<file path="config.mk">
export PLATFORM = sky130hd
export DESIGN_NAME = bus_prot_monitor
export DESIGN_NICKNAME = d
export VERILOG_FILES = /design/src/rtl/bpm_pkg.sv /design/src/rtl/bpm_cfg_reg.sv /design/src/rtl/bpm_crc_track.sv /design/src/rtl/bpm_detect.sv /design/src/rtl/bpm_status.sv /design/src/rtl/bus_prot_monitor.sv
export SDC_FILE = /design/constraint.sdc
export NUM_CORES = 1
export LEC_CHECK = 0
export BUFFER_PORTS_ARGS = -buffer_cell sky130_fd_sc_hd__buf_4
export CELL_PAD_IN_SITES_DETAIL_PLACEMENT = 0
export CELL_PAD_IN_SITES_GLOBAL_PLACEMENT = 1
export CORE_MARGIN = 2
export CORE_UTILIZATION = 31
export DETAILED_ROUTE_END_ITERATION = 10
export HOLD_SLACK_MARGIN = 0.06
export PLACE_DENSITY = 0.92
export SYNTH_ARGS = -nofsm -noshare
export SYNTH_HDL_FRONTEND = slang
export SYNTH_SLANG_ARGS = --single-unit
export TNS_END_PERCENT = 5
</file>
<file path="constraint.sdc">
create_clock -name clk -period 2.6 [get_ports clk]
set_clock_uncertainty 0.05 [all_clocks]
set_input_delay 0.52 -clock clk [delete_from_list [all_inputs] [get_ports clk]]
set_output_delay 0.52 -clock clk [all_outputs]
set_load 0.02 [all_outputs]
</file>
<file path="src/rtl/bpm_pkg.sv">
// Shared definitions for the bus protection monitor.
// Assumes five error sources in a fixed bit order that software decodes.
package bpm_pkg;
    localparam int NUM_ERR   = 5;
    localparam int ERR_PAR   = 0;
    localparam int ERR_CRC   = 1;
    localparam int ERR_LANE  = 2;
    localparam int ERR_PROTO = 3;
    localparam int ERR_MST   = 4;

    typedef struct packed {
        logic               proto_dis;
        logic               crc_dis;
        logic               lane_en;
        logic               mst_en;
        logic [NUM_ERR-1:0] ie;
    } cfg_t;

    localparam int   CFG_W   = $bits(cfg_t);
    localparam cfg_t CFG_RST = '{proto_dis: 1'b0, crc_dis: 1'b0, lane_en: 1'b1,
                                 mst_en: 1'b1, ie: {NUM_ERR{1'b1}}};
endpackage

</file>
<file path="src/rtl/bpm_cfg_reg.sv">
// Configuration register: holds enables and disables, loaded by a write strobe.
// Assumes the reset value turns every check and interrupt on.
module bpm_cfg_reg
    import bpm_pkg::*;
(
    input  logic             clk,
    input  logic             rst_n,
    input  logic             we_i,
    input  logic [CFG_W-1:0] wdata_i,
    output cfg_t             cfg_q
);
    // Load the configuration on a write, restore defaults on reset.
    always_ff @(posedge clk) begin
        if (!rst_n)    cfg_q <= CFG_RST;
        else if (we_i) cfg_q <= cfg_t'(wdata_i);
    end

    AST_CFG_HOLD: assert property (@(posedge clk) disable iff (!rst_n)
        !we_i |=> $stable(cfg_q));
endmodule

</file>
<file path="src/rtl/bpm_crc_track.sv">
// Tracks the CRC request protocol: whether a request is allowed and whether
// data has moved since the last request or phase change.
// Assumes the strobes are single-cycle; a transfer wins over a request.
module bpm_crc_track (
    input  logic clk,
    input  logic rst_n,
    input  logic crc_req_i,
    input  logic xfer_i,
    input  logic phase_chg_i,
    output logic ok_q,
    output logic proto_hit_o
);
    logic dirty_q;

    // A phase change is a violation if data moved since the last request.
    always_comb proto_hit_o = phase_chg_i & (dirty_q | xfer_i);

    // Update the request-OK and data-moved flags.
    always_ff @(posedge clk) begin
        if (!rst_n) begin
            ok_q    <= 1'b0;
            dirty_q <= 1'b0;
        end else if (xfer_i) begin
            ok_q    <= 1'b0;
            dirty_q <= 1'b1;
        end else if (crc_req_i) begin
            ok_q    <= 1'b1;
            dirty_q <= 1'b0;
        end else if (phase_chg_i) begin
            dirty_q <= 1'b0;
        end
    end

    AST_OK_DROP: assert property (@(posedge clk) disable iff (!rst_n)
        xfer_i |=> !ok_q);
    AST_OK_RISE: assert property (@(posedge clk) disable iff (!rst_n)
        (crc_req_i && !xfer_i) |=> ok_q);
endmodule

</file>
<file path="src/rtl/bpm_detect.sv">
// Error detection: turns bus strobes and data into per-source error pulses.
// Assumes odd parity on both byte lanes; the upper lane is checked only in
// the command, status and message phases.
module bpm_detect
    import bpm_pkg::*;
#(
    parameter int                 DATA_W  = 8,
    parameter int                 PHASE_W = 3,
    parameter logic [PHASE_W-1:0] PH_CMD  = 3'd2,
    parameter logic [PHASE_W-1:0] PH_STAT = 3'd3,
    parameter logic [PHASE_W-1:0] PH_MOUT = 3'd6,
    parameter logic [PHASE_W-1:0] PH_MIN  = 3'd7
) (
    input  cfg_t               cfg_i,
    input  logic [PHASE_W-1:0] phase_i,
    input  logic               dat_valid_i,
    input  logic [DATA_W-1:0]  dat_byte_i,
    input  logic               dat_par_i,
    input  logic               lane_valid_i,
    input  logic [DATA_W-1:0]  lane_byte_i,
    input  logic               lane_par_i,
    input  logic               crc_stb_i,
    input  logic               crc_bad_i,
    input  logic               proto_hit_i,
    input  logic               mst_perr_i,
    output logic [NUM_ERR-1:0] set_o
);
    localparam int N_PH = 4;
    localparam logic [PHASE_W-1:0] LANE_PH [N_PH] = '{PH_CMD, PH_STAT, PH_MOUT, PH_MIN};

    logic [N_PH-1:0] ph_hit;
    logic            lane_phase;

    for (genvar i = 0; i < N_PH; i++) begin : g_ph
        assign ph_hit[i] = (phase_i == LANE_PH[i]);
    end

    // Decide whether the current phase carries upper-lane protection.
    always_comb lane_phase = |ph_hit;

    // Build the per-source error pulses from the gating rules.
    always_comb begin
        set_o            = '0;
        set_o[ERR_PAR]   = dat_valid_i & ~(^{dat_byte_i, dat_par_i});
        set_o[ERR_CRC]   = crc_stb_i & crc_bad_i & ~cfg_i.crc_dis;
        set_o[ERR_LANE]  = lane_valid_i & cfg_i.lane_en & lane_phase
                           & ~(^{lane_byte_i, lane_par_i});
        set_o[ERR_PROTO] = proto_hit_i & ~cfg_i.proto_dis;
        set_o[ERR_MST]   = mst_perr_i & cfg_i.mst_en;
    end
endmodule

</file>
<file path="src/rtl/bpm_status.sv">
// Sticky status flags with write-one-to-clear and a registered interrupt.
// Assumes a set in the same cycle as its clear must win.
module bpm_status
    import bpm_pkg::*;
(
    input  logic               clk,
    input  logic               rst_n,
    input  logic [NUM_ERR-1:0] set_i,
    input  logic               clr_we_i,
    input  logic [NUM_ERR-1:0] clr_mask_i,
    input  logic [NUM_ERR-1:0] ie_i,
    output logic [NUM_ERR-1:0] status_q,
    output logic               irq_q
);
    logic [NUM_ERR-1:0] clr_eff;

    // Apply the clear mask only while the clear strobe is high.
    always_comb clr_eff = clr_we_i ? clr_mask_i : '0;

    // Hold sticky flags; new errors override a simultaneous clear.
    always_ff @(posedge clk) begin
        if (!rst_n) status_q <= '0;
        else        status_q <= (status_q & ~clr_eff) | set_i;
    end

    // Register the OR of enabled flags as a level interrupt.
    always_ff @(posedge clk) begin
        if (!rst_n) irq_q <= 1'b0;
        else        irq_q <= |(status_q & ie_i);
    end

    AST_SET_WINS: assert property (@(posedge clk) disable iff (!rst_n)
        (|set_i) |=> ((status_q & $past(set_i)) == $past(set_i)));
    AST_STICKY: assert property (@(posedge clk) disable iff (!rst_n)
        !clr_we_i |=> ((status_q & $past(status_q)) == $past(status_q)));
endmodule

</file>
<file path="src/rtl/bus_prot_monitor.sv">
// Bus protection error monitor top: parity, CRC, upper-lane and protocol
// checks feeding sticky flags and one level interrupt.
// Assumes all strobes are synchronous to clk and one cycle wide.
module bus_prot_monitor
    import bpm_pkg::*;
#(
    parameter int DATA_W  = 8,
    parameter int PHASE_W = 3
) (
    input  logic               clk,
    input  logic               rst_n,
    input  logic               cfg_we,
    input  logic [CFG_W-1:0]   cfg_wdata,
    output logic [CFG_W-1:0]   cfg_o,
    input  logic               clr_we,
    input  logic [NUM_ERR-1:0] clr_mask,
    input  logic [PHASE_W-1:0] phase_i,
    input  logic               dat_valid,
    input  logic [DATA_W-1:0]  dat_byte,
    input  logic               dat_par,
    input  logic               lane_valid,
    input  logic [DATA_W-1:0]  lane_byte,
    input  logic               lane_par,
    input  logic               crc_chk_stb,
    input  logic               crc_chk_bad,
    input  logic               crc_req_stb,
    input  logic               xfer_stb,
    input  logic               phase_chg_stb,
    input  logic               mst_perr_stb,
    output logic [NUM_ERR-1:0] status_o,
    output logic               crc_req_ok_o,
    output logic [DATA_W-1:0]  lat_byte_o,
    output logic               lat_par_o,
    output logic               irq_o
);
    cfg_t               cfg_q;
    logic               proto_hit;
    logic [NUM_ERR-1:0] err_set;

    bpm_cfg_reg u_cfg (
        .clk(clk), .rst_n(rst_n), .we_i(cfg_we), .wdata_i(cfg_wdata), .cfg_q(cfg_q)
    );

    bpm_crc_track u_crc (
        .clk(clk), .rst_n(rst_n), .crc_req_i(crc_req_stb), .xfer_i(xfer_stb),
        .phase_chg_i(phase_chg_stb), .ok_q(crc_req_ok_o), .proto_hit_o(proto_hit)
    );

    bpm_detect #(.DATA_W(DATA_W), .PHASE_W(PHASE_W)) u_det (
        .cfg_i(cfg_q), .phase_i(phase_i),
        .dat_valid_i(dat_valid), .dat_byte_i(dat_byte), .dat_par_i(dat_par),
        .lane_valid_i(lane_valid), .lane_byte_i(lane_byte), .lane_par_i(lane_par),
        .crc_stb_i(crc_chk_stb), .crc_bad_i(crc_chk_bad), .proto_hit_i(proto_hit),
        .mst_perr_i(mst_perr_stb), .set_o(err_set)
    );

    bpm_status u_st (
        .clk(clk), .rst_n(rst_n), .set_i(err_set), .clr_we_i(clr_we),
        .clr_mask_i(clr_mask), .ie_i(cfg_q.ie), .status_q(status_o), .irq_q(irq_o)
    );

    // Expose the configuration for read-back.
    always_comb cfg_o = cfg_q;

    // Capture the accepted byte and generate its odd parity bit.
    always_ff @(posedge clk) begin
        if (!rst_n) begin
            lat_byte_o <= '0;
            lat_par_o  <= 1'b0;
        end else if (dat_valid) begin
            lat_byte_o <= dat_byte;
            lat_par_o  <= ~(^dat_byte);
        end
    end

    AST_LAT_ODD: assert property (@(posedge clk) disable iff (!rst_n)
        dat_valid |=> (^{lat_byte_o, lat_par_o}));
    AST_PAR_FLAG: assert property (@(posedge clk) disable iff (!rst_n)
        (dat_valid && !(^{dat_byte, dat_par})) |=> status_o[ERR_PAR]);
    AST_CRC_MUTE: assert property (@(posedge clk) disable iff (!rst_n)
        (cfg_q.crc_dis && !status_o[ERR_CRC]) |=> !status_o[ERR_CRC]);
    AST_LANE_MUTE: assert property (@(posedge clk) disable iff (!rst_n)
        (!cfg_q.lane_en && !status_o[ERR_LANE]) |=> !status_o[ERR_LANE]);
    AST_PROTO_MUTE: assert property (@(posedge clk) disable iff (!rst_n)
        (cfg_q.proto_dis && !status_o[ERR_PROTO]) |=> !status_o[ERR_PROTO]);
    AST_MST_MUTE: assert property (@(posedge clk) disable iff (!rst_n)
        (!cfg_q.mst_en && !status_o[ERR_MST]) |=> !status_o[ERR_MST]);
    AST_IRQ_UP: assert property (@(posedge clk) disable iff (!rst_n)
        (|(status_o & cfg_q.ie)) |=> irq_o);
    AST_IRQ_QUIET: assert property (@(posedge clk) disable iff (!rst_n)
        ((status_o & cfg_q.ie) == '0) |=> !irq_o);
endmodule

</file>
==> out/results.tsv, run 1 <==
stage	metric	value	unit
grt	grtUsageTotal	0.127	
routing	wirelength	2.63	mm
synthesis	ys.flop_type	dfxtp_1	
power_and_ir_drop	p_leak	0.809	nW
grt	grt_pass1_wl	4.20	mm
grt	grt_use_met2	0.234	
synthesis	ys_seq_elements	26	
finish	post_route_cells_drive_above_1_share	0.408	
place	place_hpwl	2.12	mm
power_and_ir_drop	p_per_area	565	nW/µm²
routing	drt_pass1_iterations	4	
finish	fill_cells	338	
finish	final_nets	227	
sta	relSlewSlack	0.815	
place	io_buffers	69	
clocking	clock_latency	0.31	ns
grt	grt.overflow.total	0	
synthesis	netlist_instances	111	
sta	slew_viol_final	0	
clocking	holdBufCountCts	0	
worst_setup_path	crit_path_start_kind	flip-flop	
sta	tightest_slew	0.277	ns
routing	vias	988	
routing	post_drt_wl_per_cell	11.7	µm
floorplan	die_area	4090	µm²
synthesis	avgSynthCellArea	10.0	µm²
finish	diodes	0	
worst_setup_path	rr_startpoint	u_st.status_q[3]	
synthesis	ys_seq_area_frac	0.467	
clocking	htree_levels	1	
worst_setup_path	reg2regPathDepth	2	
worst_setup_path	cp_num_buf_inv	1	
floorplan	die_w	64.0	µm
routing	drc	0	
sta	rsz0062_at_grt	no	
worst_setup_path	cp.arrival	0.87	ns
clocking	cts_tree	yes	
sta	finalHoldViolCount	0	
synthesis	yosys.cell_types.count	22	
hold_path	hp-class	input port to flip-flop	
finish	multiInputGateArea	567	µm²
power_and_ir_drop	ir_drop	0.000233	V
sta	max_freq	0.695	GHz
clocking	cts_resized	0	
synthesis	syn_nets	158	
floorplan	ios	72	
sta	setup_viol	0	
hold_path	min_to	u_crc.ok_q	
worst_setup_path	path_class	flip-flop to output port	
clocking	cts_max_path_buffers	2	
clocking	clkTransAtPathRegs	0.13	ns
place	routabilityCongestion	0.729	
synthesis	ys.warnings.count	0	
worst_setup_path	cp_cell_sequence	buf_4	
clocking	post_cts.repair.setup_buffers	0	
grt	first_global_vias	1014	
finish	regArea	520	µm²
floorplan	start_util	0.329	
worst_setup_path	reg2reg_to	u_st.irq_q	
synthesis	async_reset_ff_frac	0	
hold_path	hp-start	xfer_stb	
worst_setup_path	r2r_setup_slack	1.62	ns
sta	layout_min_cycle_time	1.44	ns
worst_setup_path	cpMaxStageDelayCell	dfxtp_1	
status	status	finished clean	
finish	syn2layout_area_growth	54.5	%
floorplan	rows	21	
grt	antenna_found_initial	0	
worst_setup_path	cp_data_required_time	2.03	ns
routing	drt_iter0_markers	29	
routing	viasPerCell	4.39	
clocking	clock_sinks	26	
routing	ant_nets	0	
floorplan	dieHeight	64.0	µm
grt	grt_use_met1	0.149	
worst_setup_path	critPathTopFamily	flip-flops	
grt	grt_use_met3	0.0141	
synthesis	syn_area	1110	µm²
floorplan	core	3390	µm²
worst_setup_path	crit_path_max_incr_delay	0.40	ns
sta	fin_tns_setup	0	ns
clocking	cts_buffers	3	
sta	fin_crit_sh	0.554	
grt	top_usage_layer	met2	
worst_setup_path	endpoint_kind	output port	
run	cap_violations	0	
place	placed_cell_area	1670	µm²
grt	grt_max_degree	29	
worst_setup_path	path_max_fanout	3	
synthesis	synth_edf_count	0	
hold_path	whs_path_depth	2	
finish	fin_area	1720	µm²
clocking	cts-root-buf	clkbuf_4	
layout by cell type, fill, tap and decap left out, types with 2 or more instances in the layout:
cell	Yosys	layout
mux2i_1	18	18
a22oi_1	2	2
a21boi_0	2	2
clkbuf_4	0	3
dfxtp_1	26	26
and2_1	2	2
nand2_1	15	15
inv_1	2	2
xor2_1	3	3
nor2b_1	11	11
o21ai_0	2	2
nor3b_1	2	2
buf_4	0	69
xnor2_1	13	13
state kept, by name, indices dropped and copies added (netlist names):
| register | flops |
|---|---|
| lat_byte_o | 8 |
| lat_par_o | 1 |
| u_cfg.cfg_q | 9 |
| u_crc.dirty_q | 1 |
| u_crc.ok_q | 1 |
| u_st.irq_q | 1 |
| u_st.status_q | 5 |
synthesized netlist by cell type (all sizes together), types with 2 or more instances:
cell	count	area share
a21boi	2	0.013
a22oi	2	0.013
and2	2	0.011
clkbuf	4	0.013
dfxtp	26	0.47
inv	2	0.0067
mux2i	18	0.16
nand2	15	0.051
nor2b	11	0.062
nor3b	2	0.013
o21ai	2	0.0090
xnor2	13	0.10
xor2	3	0.024
worst reg2reg max path: cells and delay by family, from the launching register on:
kind,cells,cell delay (ns)
AOI/OAI and AO/OA,2,0.47
DFF,1,0.35
logic make-up after synthesis:
logic type	count (synthesis)	share of synthesized area
AO/OA/AOI/OAI	11	0.0707
XOR/XNOR	16	0.126
AND/OR/NAND/NOR	33	0.150
buffers and inverters	7	0.0247
multiplexers	18	0.162
flip-flops	26	0.467
worst max path at each step:
stage / startpoint / to / slack, ns / cells past startpoint
6_report: u_st.status_q[0] / status_o[0] / 1.16 / 1
4_1_cts: u_st.status_q[0] / status_o[0] / 1.14 / 1
3_3_place_gp: dat_byte[2] / u_st.status_q[0] / 0.94 / 6
2_1_floorplan: dat_byte[2] / u_st.status_q[0] / 1.14 / 5
3_5_place_dp: dat_byte[2] / u_st.status_q[0] / 0.95 / 6
5_1_grt: u_st.status_q[0] / status_o[0] / 1.10 / 1
cell type report:
cell class / count / area share
multi-input cells: 78 / 0.329
clock inverters: 1 / 0.0174
clock buffers: 3 / 0.0131
flip-flops and latches: 26 / 0.302
repair buffers: 69 / 0.301
well taps: 46 / 0.0334
inverters: 2 / 0.00436
layer usage:
metal | part of all wire | vias up
met3 | 0.061 | 2
met4 | 0.0084 | 0
met5 | 0 | -
li1 | - | 503
met1 | 0.40 | 446
met2 | 0.53 | 37
power breakdown:
| group | switching, mW | internal (mW) |
|---|---|---|
| registers | 0.0200 | 0.430 |
| clock network | 0.113 | 0.156 |
| logic | 0.113 | 0.142 |
metrics by stage:
| stage | setup slack, ns | util | hold slack (ns) | total power [mW] | std cells |
|---|---|---|---|---|---|
| after floorplan | 1.14 | - | 0.495 | 0.598 | 111 |
| after global placement | 0.937 | 0.493 | 0.431 | 0.713 | 221 |
| after detailed placement | 0.947 | 0.493 | 0.436 | 0.718 | 221 |
| after CTS | 1.14 | 0.508 | 0.305 | 0.991 | 225 |
| after global routing | 1.10 | 0.508 | 0.309 | 1.03 | 225 |
| final | 1.16 | 0.508 | 0.318 | 0.974 | 225 |
Note: power is estimated with default switching activity, not from simulation.
==> inputs of run 2 (changes only) <==
--- a/config.mk
+++ b/config.mk
@@ -5,14 +5,15 @@
 export SDC_FILE = /design/constraint.sdc
 export NUM_CORES = 1
 export LEC_CHECK = 0
+export ABC_AREA = 1
 export BUFFER_PORTS_ARGS = -buffer_cell sky130_fd_sc_hd__buf_4
 export CELL_PAD_IN_SITES_DETAIL_PLACEMENT = 0
 export CELL_PAD_IN_SITES_GLOBAL_PLACEMENT = 1
 export CORE_MARGIN = 2
-export CORE_UTILIZATION = 31
+export CORE_UTILIZATION = 29
 export DETAILED_ROUTE_END_ITERATION = 10
 export HOLD_SLACK_MARGIN = 0.06
-export PLACE_DENSITY = 0.92
+export PLACE_DENSITY = 0.89
 export SYNTH_ARGS = -nofsm -noshare
 export SYNTH_HDL_FRONTEND = slang
 export SYNTH_SLANG_ARGS = --single-unit
==> constraint.sdc (replaced) <==
create_clock -name clk -period 1.4 [get_ports clk]
set_clock_uncertainty 0.05 [all_clocks]
set_input_delay 0.28 -clock clk [delete_from_list [all_inputs] [get_ports clk]]
set_output_delay 0.28 -clock clk [all_outputs]
set_load 0.02 [all_outputs]
==> run 2 against run 1 <==
  * Register-to-register slack worse by 1.3 ns
  * Via count up 56%
  * Clock power grew 84%
  * Wire length up 36%
  * Hold slack lost 0.18 ns
  * Final cell count up 56%
  * Largest cell class unchanged
==> out/results.tsv, run 2 <==
stage	metric	value	unit	change
grt	antenna_found_initial	0		unchanged
finish	fill_cells	516		+53%
finish	final_cell_mix	110 x nand2_1, 69 x buf_4, 26 x dfxtp_1, 22 x inv_1, 15 x a21oi_1		
synthesis	yosys.area.top_type_share	0.375		-0.0914
synthesis	synth_area_leaders	dfxtp_1 38%, nand2_1 30%, inv_1 6.0%		
place	io_buffers	69		unchanged
sta	tightest_slew	0.231	ns	-0.0465 ns
worst_setup_path	critPathTopFamily	flip-flops		
grt	grt_pass1_wl	5.83	mm	+39%
synthesis	syn_area	1390	µm²	+24%
clocking	cts-root-buf	clkbuf_8		
worst_setup_path	cp_num_buf_inv	1		unchanged
synthesis	ys_seq_elements	26		unchanged
synthesis	netlist_instances	228		+110%
worst_setup_path	worst-path-stages	1		unchanged
floorplan	ios	72		unchanged
sta	layout_min_cycle_time	1.13	ns	
finish	regArea	520	µm²	unchanged
worst_setup_path	cp.arrival	0.80	ns	-0.07 ns
place	routabilityCongestion	0.721		-1.1%
floorplan	die_area	5350	µm²	+31%
sta	slew_viol_final	0		unchanged
sta	setup_viol	0		unchanged
worst_setup_path	cp_cell_sequence	buf_4		
routing	drt_pass1_iterations	4		unchanged
clocking	clock_sinks	26		unchanged
grt	grt_max_degree	20		-31%
sta	finalHoldViolCount	0		unchanged
clocking	holdBufCountCts	0		unchanged
synthesis	yosys.cell_types.count	21		-4.5%
synthesis	synth_edf_count	0		unchanged
clocking	cts_tree	yes		
hold_path	hp-class	input port to flip-flop		
synthesis	yosys.area.top_type	dfxtp_1		
finish	final_nets	344		+52%
grt	grtUsageTotal	0.135		+0.00846
routing	post_drt_wl_per_cell	10.2	µm	-13%
place	placed_cell_area	1950	µm²	+17%
clocking	htree_levels	1		unchanged
worst_setup_path	cpMaxStageDelayCell	dfxtp_1		
synthesis	async_reset_ff_frac	0		unchanged
routing	viasPerCell	4.41		+0.46%
finish	largest_register_ff_count	9		unchanged
worst_setup_path	endpoint_kind	output port		
finish	multiInputGateArea	746	µm²	+32%
hold_path	whs_path_depth	2		unchanged
sta	rsz0062_at_grt	no		
clocking	post_cts.repair.setup_buffers	0		unchanged
clocking	clock_latency	0.27	ns	-0.04 ns
finish	post_route_cells_drive_above_1_share	0.260		-0.148
floorplan	rows	25		+19%
finish	fin_area	2000	µm²	+16%
status	status	finished clean		
place	place_hpwl	2.85	mm	+34%
synthesis	ys_seq_area_frac	0.375		-0.0914
power_and_ir_drop	p_leak	1.13	nW	+40%
finish	top_register	u_cfg.cfg_q		
power_and_ir_drop	total_power	1.84	mW	+89%
routing	drt_iter0_markers	19		-34%
sta	fin_tns_setup	0	ns	unchanged
floorplan	dieHeight	73.1	µm	+14%
hold_path	min_to	u_crc.ok_q		
hold_path	hp-start	xfer_stb		
floorplan	die_w	73.1	µm	+14%
worst_setup_path	r2r_setup_slack	0.36	ns	-1.26 ns
worst_setup_path	path_max_fanout	3		unchanged
finish	final_common_cell	nand2_1		
finish	syn2layout_area_growth	44.6	%	
worst_setup_path	reg2reg_to	u_st.irq_q		
synthesis	synthTopCellsByCount	110 x nand2_1, 26 x dfxtp_1, 22 x inv_1		
routing	ant_nets	0		unchanged
synthesis	ys.warnings.count	0		unchanged
clocking	cts_max_path_buffers	2		unchanged
synthesis	yosysMostFrequentCell	nand2_1		
synthesis	syn_nets	275		+74%
worst_setup_path	crit_path_max_incr_delay	0.38	ns	-0.02 ns
sta	fin_crit_sh	0.806		
worst_setup_path	crit_path_start_kind	flip-flop		
synthesis	avgSynthCellArea	6.08	µm²	-39%
sta	holdWs	0.134	ns	-0.183 ns
floorplan	start_util	0.297		-0.0315
run	cap_violations	0		unchanged
grt	first_global_vias	1383		+36%
power_and_ir_drop	ir_drop	0.000469	V	+100%
clocking	cts_resized	0		unchanged
worst_setup_path	rr_startpoint	u_st.status_q[0]		
finish	top_regs	u_cfg.cfg_q: 9 flops, lat_byte_o: 8 flops, u_st.status_q: 5 flops		
power_and_ir_drop	p_per_area	917	nW/µm²	+62%
grt	grt.overflow.total	0		unchanged
floorplan	core	4660	µm²	+38%
finish	diodes	0		unchanged
sta	max_freq	0.886	GHz	
sta	relSlewSlack	0.846		+0.0310
routing	vias	1544		+56%
clocking	clkTransAtPathRegs	0.09	ns	-0.04 ns
routing	drc	0		unchanged
worst_setup_path	path_class	flip-flop to output port		
clocking	cts_buffers	3		unchanged
synthesis	ys.flop_type	dfxtp_1		
worst_setup_path	reg2regPathDepth	3		+1
worst_setup_path	cp_data_required_time	1.07	ns	-0.96 ns
routing	wirelength	3.58	mm	+36%
==> run 2: routing by layer <==
| layer | GRT usage | share of wire | up-vias |
|---|---|---|---|
| met5 | 0 | 0 | - |
| met4 | 0.0247 | 0.0039 | 0 |
| li1 | - | - | 840 |
| met1 | 0.169 | 0.44 | 662 |
| met3 | 0.0290 | 0.060 | 2 |
| met2 | 0.240 | 0.49 | 40 |
==> run 2: power by group <==
part	switching, mW	leakage, nW	internal [mW]	total, mW
logic	0.271	0.884	0.245	0.515
clock network	0.243	0.0288	0.251	0.495
registers	0.0336	0.216	0.795	0.829
total	0.548	1.13	1.29	1.84
==> run 2: cells by family after synthesis <==
kind of cell / Yosys count / share of synthesized area
and+or+nand+nor: 136 / 0.386
xor gates and xnor gates: 6 / 0.0379
AOI/OAI and AO/OA: 29 / 0.114
buffers and inverters: 31 / 0.0866
DFF: 26 / 0.375
==> run 2: area by class of cell <==
class,instances,area share
Tap cell,54,0.0337
Timing Repair Buffer,69,0.258
Clock buffer,4,0.0275
Sequential cell,26,0.260
Multi-Input combinational cell,171,0.372
Inverter,26,0.0487
==> run 2: metrics by stage <==
stage,utilization,instances,setup WS [ns]
floorplan,-,228,0.345
global placement,0.418,346,0.173
detailed placement,0.418,346,0.148
CTS,0.430,350,0.255
global route,0.430,350,0.217
finish,0.430,350,0.271
==> run 2: worst max-delay path by stage <==
stage,endpoint,slack [ns],start
floorplan,u_st.irq_q,0.35,u_st.status_q[0]
CTS,cfg_o[0],0.25,u_cfg.cfg_q[0]
detailed placement,lat_par_o,0.15,dat_byte[0]
finish,status_o[4],0.27,u_st.status_q[4]
global route,status_o[4],0.22,u_st.status_q[4]
global placement,lat_par_o,0.17,dat_byte[0]
==> inputs of run 3 (changes only) <==
--- a/config.mk
+++ b/config.mk
@@ -5,15 +5,15 @@
 export SDC_FILE = /design/constraint.sdc
 export NUM_CORES = 1
 export LEC_CHECK = 0
-export ABC_AREA = 1
+export ABC_AREA = 0
 export BUFFER_PORTS_ARGS = -buffer_cell sky130_fd_sc_hd__buf_4
 export CELL_PAD_IN_SITES_DETAIL_PLACEMENT = 0
 export CELL_PAD_IN_SITES_GLOBAL_PLACEMENT = 1
 export CORE_MARGIN = 2
-export CORE_UTILIZATION = 29
+export CORE_UTILIZATION = 26
 export DETAILED_ROUTE_END_ITERATION = 10
 export HOLD_SLACK_MARGIN = 0.06
-export PLACE_DENSITY = 0.89
+export PLACE_DENSITY = 0.84
 export SYNTH_ARGS = -nofsm -noshare
 export SYNTH_HDL_FRONTEND = slang
 export SYNTH_SLANG_ARGS = --single-unit
==> constraint.sdc (replaced) <==
create_clock -name clk -period 0.9 [get_ports clk]
set_clock_uncertainty 0.05 [all_clocks]
set_input_delay 0.18 -clock clk [delete_from_list [all_inputs] [get_ports clk]]
set_output_delay 0.18 -clock clk [all_outputs]
set_load 0.02 [all_outputs]
==> run 3 against run 2 <==
  * The flow now finishes with violations (negative setup slack)
  * Count of clock-buffer cells in the layout is 1 lower
  * Wire length down 18%
  * Final area is 0.37% lower
  * Sequential power is 60% higher
  * Critical endpoint unchanged
  * Largest power group unchanged
==> out/results.tsv, run 3 (same netlist as run 1, synthesis figures left out) <==
stage	metric	value	unit	change
finish	final_cells	240		-31%
sta	tightest_slew	0.260	ns	+0.0294 ns
routing	drt_pass1_iterations	4		unchanged
worst_setup_path	cp_data_required_time	0.67	ns	-0.40 ns
clocking	htree_levels	1		unchanged
grt	grt.overflow.total	0		unchanged
status	violations	negative setup slack		
power_and_ir_drop	p_leak	0.922	nW	-18%
worst_setup_path	cp_num_buf_inv	2		+1
routing	drt_iter0_markers	23		+4
worst_setup_path	endpoint_kind	output port		
grt	first_global_vias	1127		-19%
worst_setup_path	cp_cell_sequence	buf_6 -> buf_6		
routing	drc	0		unchanged
routing	post_drt_wl_per_cell	12.2	µm	+19%
sta	finalHoldViolCount	0		unchanged
clocking	cts_tree	yes		
clocking	clock_sinks	26		unchanged
routing	viasPerCell	4.48		+1.4%
sta	rsz0062_at_grt	yes		
routing	wirelength	2.92	mm	-18%
sta	fin_crit_sh	1.18		
worst_setup_path	crit_path_max_incr_delay	0.33	ns	-0.05 ns
sta	layout_min_cycle_time	1.06	ns	
floorplan	rows	23		-8.0%
worst_setup_path	cp.arrival	0.83	ns	+0.03 ns
grt	grtUsageTotal	0.124		-0.0114
clocking	cts_max_path_buffers	2		unchanged
finish	diodes	0		unchanged
finish	fin_util	0.492		+0.0621
place	place_ws	-0.396	ns	-0.544 ns
status	status	finished with violations		
power_and_ir_drop	ir_drop	0.000655	V	+40%
hold_path	hp-class	input port to flip-flop		
finish	syn2layout_area_growth	79.1	%	
floorplan	core	4060	µm²	-13%
sta	slew_viol_final	0		unchanged
sta	setup_ws	-0.161	ns	-0.432 ns
floorplan	start_util	0.275		-0.0227
clocking	clock_latency	0.26	ns	about the same
floorplan	ios	72		unchanged
worst_setup_path	path_common_cell	buf_6		
power_and_ir_drop	p_per_area	1440	nW/µm²	+57%
clocking	cts_buffers	3		unchanged
finish	top_register	u_cfg.cfg_q		
place	dpl.cell_count	234		-32%
floorplan	die_w	69.5	µm	-5.0%
finish	final_cell_mix	50 x buf_4, 30 x buf_6, 24 x dfxtp_2, 18 x mux2i_1, 15 x nand2_1		
sta	max_freq	0.942	GHz	
finish	post_route_cells_drive_above_1_share	0.589		+0.329
floorplan	dieHeight	69.5	µm	-5.0%
place	io_buffers	69		unchanged
finish	final_common_cell	buf_4		
worst_setup_path	path_max_fanout	2		-1
grt	grt_pass1_wl	4.90	mm	-16%
finish	top_regs	u_cfg.cfg_q: 9 flops, lat_byte_o: 8 flops, u_st.status_q: 5 flops		
worst_setup_path	critPathTopFamily	flip-flops		
floorplan	die_area	4830	µm²	-9.8%
place	place_hpwl	2.17	mm	-24%
grt	antenna_found_initial	0		unchanged
routing	vias	1074		-30%
sta	relSlewSlack	0.826		-0.0196
finish	final_nets	239		-31%
run	cap_violations	0		unchanged
finish	largest_register_ff_count	9		unchanged
place	routabilityCongestion	0.680		-5.7%
grt	grt_max_degree	17		-15%
worst_setup_path	path_class	flip-flop to output port		
clocking	clkTransAtPathRegs	0.09	ns	about the same
worst_setup_path	cpMaxStageDelayCell	dfxtp_2		
clocking	cts-root-buf	clkbuf_8		
finish	fill_cells	394		-24%
sta	setup_viol	29		+29
worst_setup_path	crit_path_start_kind	flip-flop		
routing	ant_nets	0		unchanged
[run 3: path summary, 6_finish.rpt]
| check | start | depth (start not counted) | slack (ns) | end |
|---|---|---|---|---|
| worst max register to register | u_st.status_q[4] | 3 | -0.12 | u_st.irq_q |
| worst max-delay path | u_st.status_q[4] | 2 | -0.16 | status_o[4] |
| worst min-delay path | cfg_wdata[4] | 3 | 0.07 | u_cfg.cfg_q[4] |
| worst min register to register | u_cfg.cfg_q[2] | 2 | 0.45 | u_cfg.cfg_q[2] |
[run 3: per-layer routing]
metal / GRT usage / routed length [µm] / up-vias
met2: 0.205 / 1350 / 52
li1: - / - / 529
met3: 0.0538 / 327 / 2
met5: 0 / 0 / -
met1: 0.144 / 1230 / 491
met4: 0.0392 / 19 / 0
[run 3: final cells by class]
| class | instances | area [µm²] | share of cell area |
|---|---|---|---|
| Clock buffer | 3 | 41.3 | 0.0207 |
| Inverter | 2 | 7.51 | 0.00376 |
| Multi-Input combinational cell | 78 | 608 | 0.305 |
| Sequential cell | 26 | 554 | 0.278 |
| Tap cell | 50 | 62.6 | 0.0313 |
| Timing Repair Buffer | 81 | 723 | 0.362 |
[run 3: tightest hold or removal path, delay by kind of cell]
kind / cells / cell delay, ns
simple gates: 1 / 0.06
buf+inv: 1 / 0.07
mux: 1 / 0.05
[run 3: repair_timing]
item / CTS / global route
endpoints found under the setup margin: 28 / 29
endpoints found under the hold margin: 1 / 0
setup buffers: 2 / 0
pin swaps: 1 / 1
resized for setup: 57 / 4
hold buffers: 1 / 0
[run 3: where the power goes]
part	total [mW]	switching [mW]	internal, mW
logic	0.890	0.363	0.527
registers	1.33	0.0715	1.26
clock network	0.647	0.347	0.300
total	2.87	0.782	2.09
[run 3: per-stage QoR]
stage               instance area (µm²)  power (mW)  TNS, ns  hold slack (ns)
global placement                   1740        2.11    -1.09            0.315
floorplan                          1110        1.73    -1.69            0.206
CTS                                1970        2.90    -2.53           0.0664
finish                             2000        2.87    -2.27           0.0749
detailed placement                 1740        2.11    -1.09            0.323
global route                       2000        3.03    -3.32           0.0797
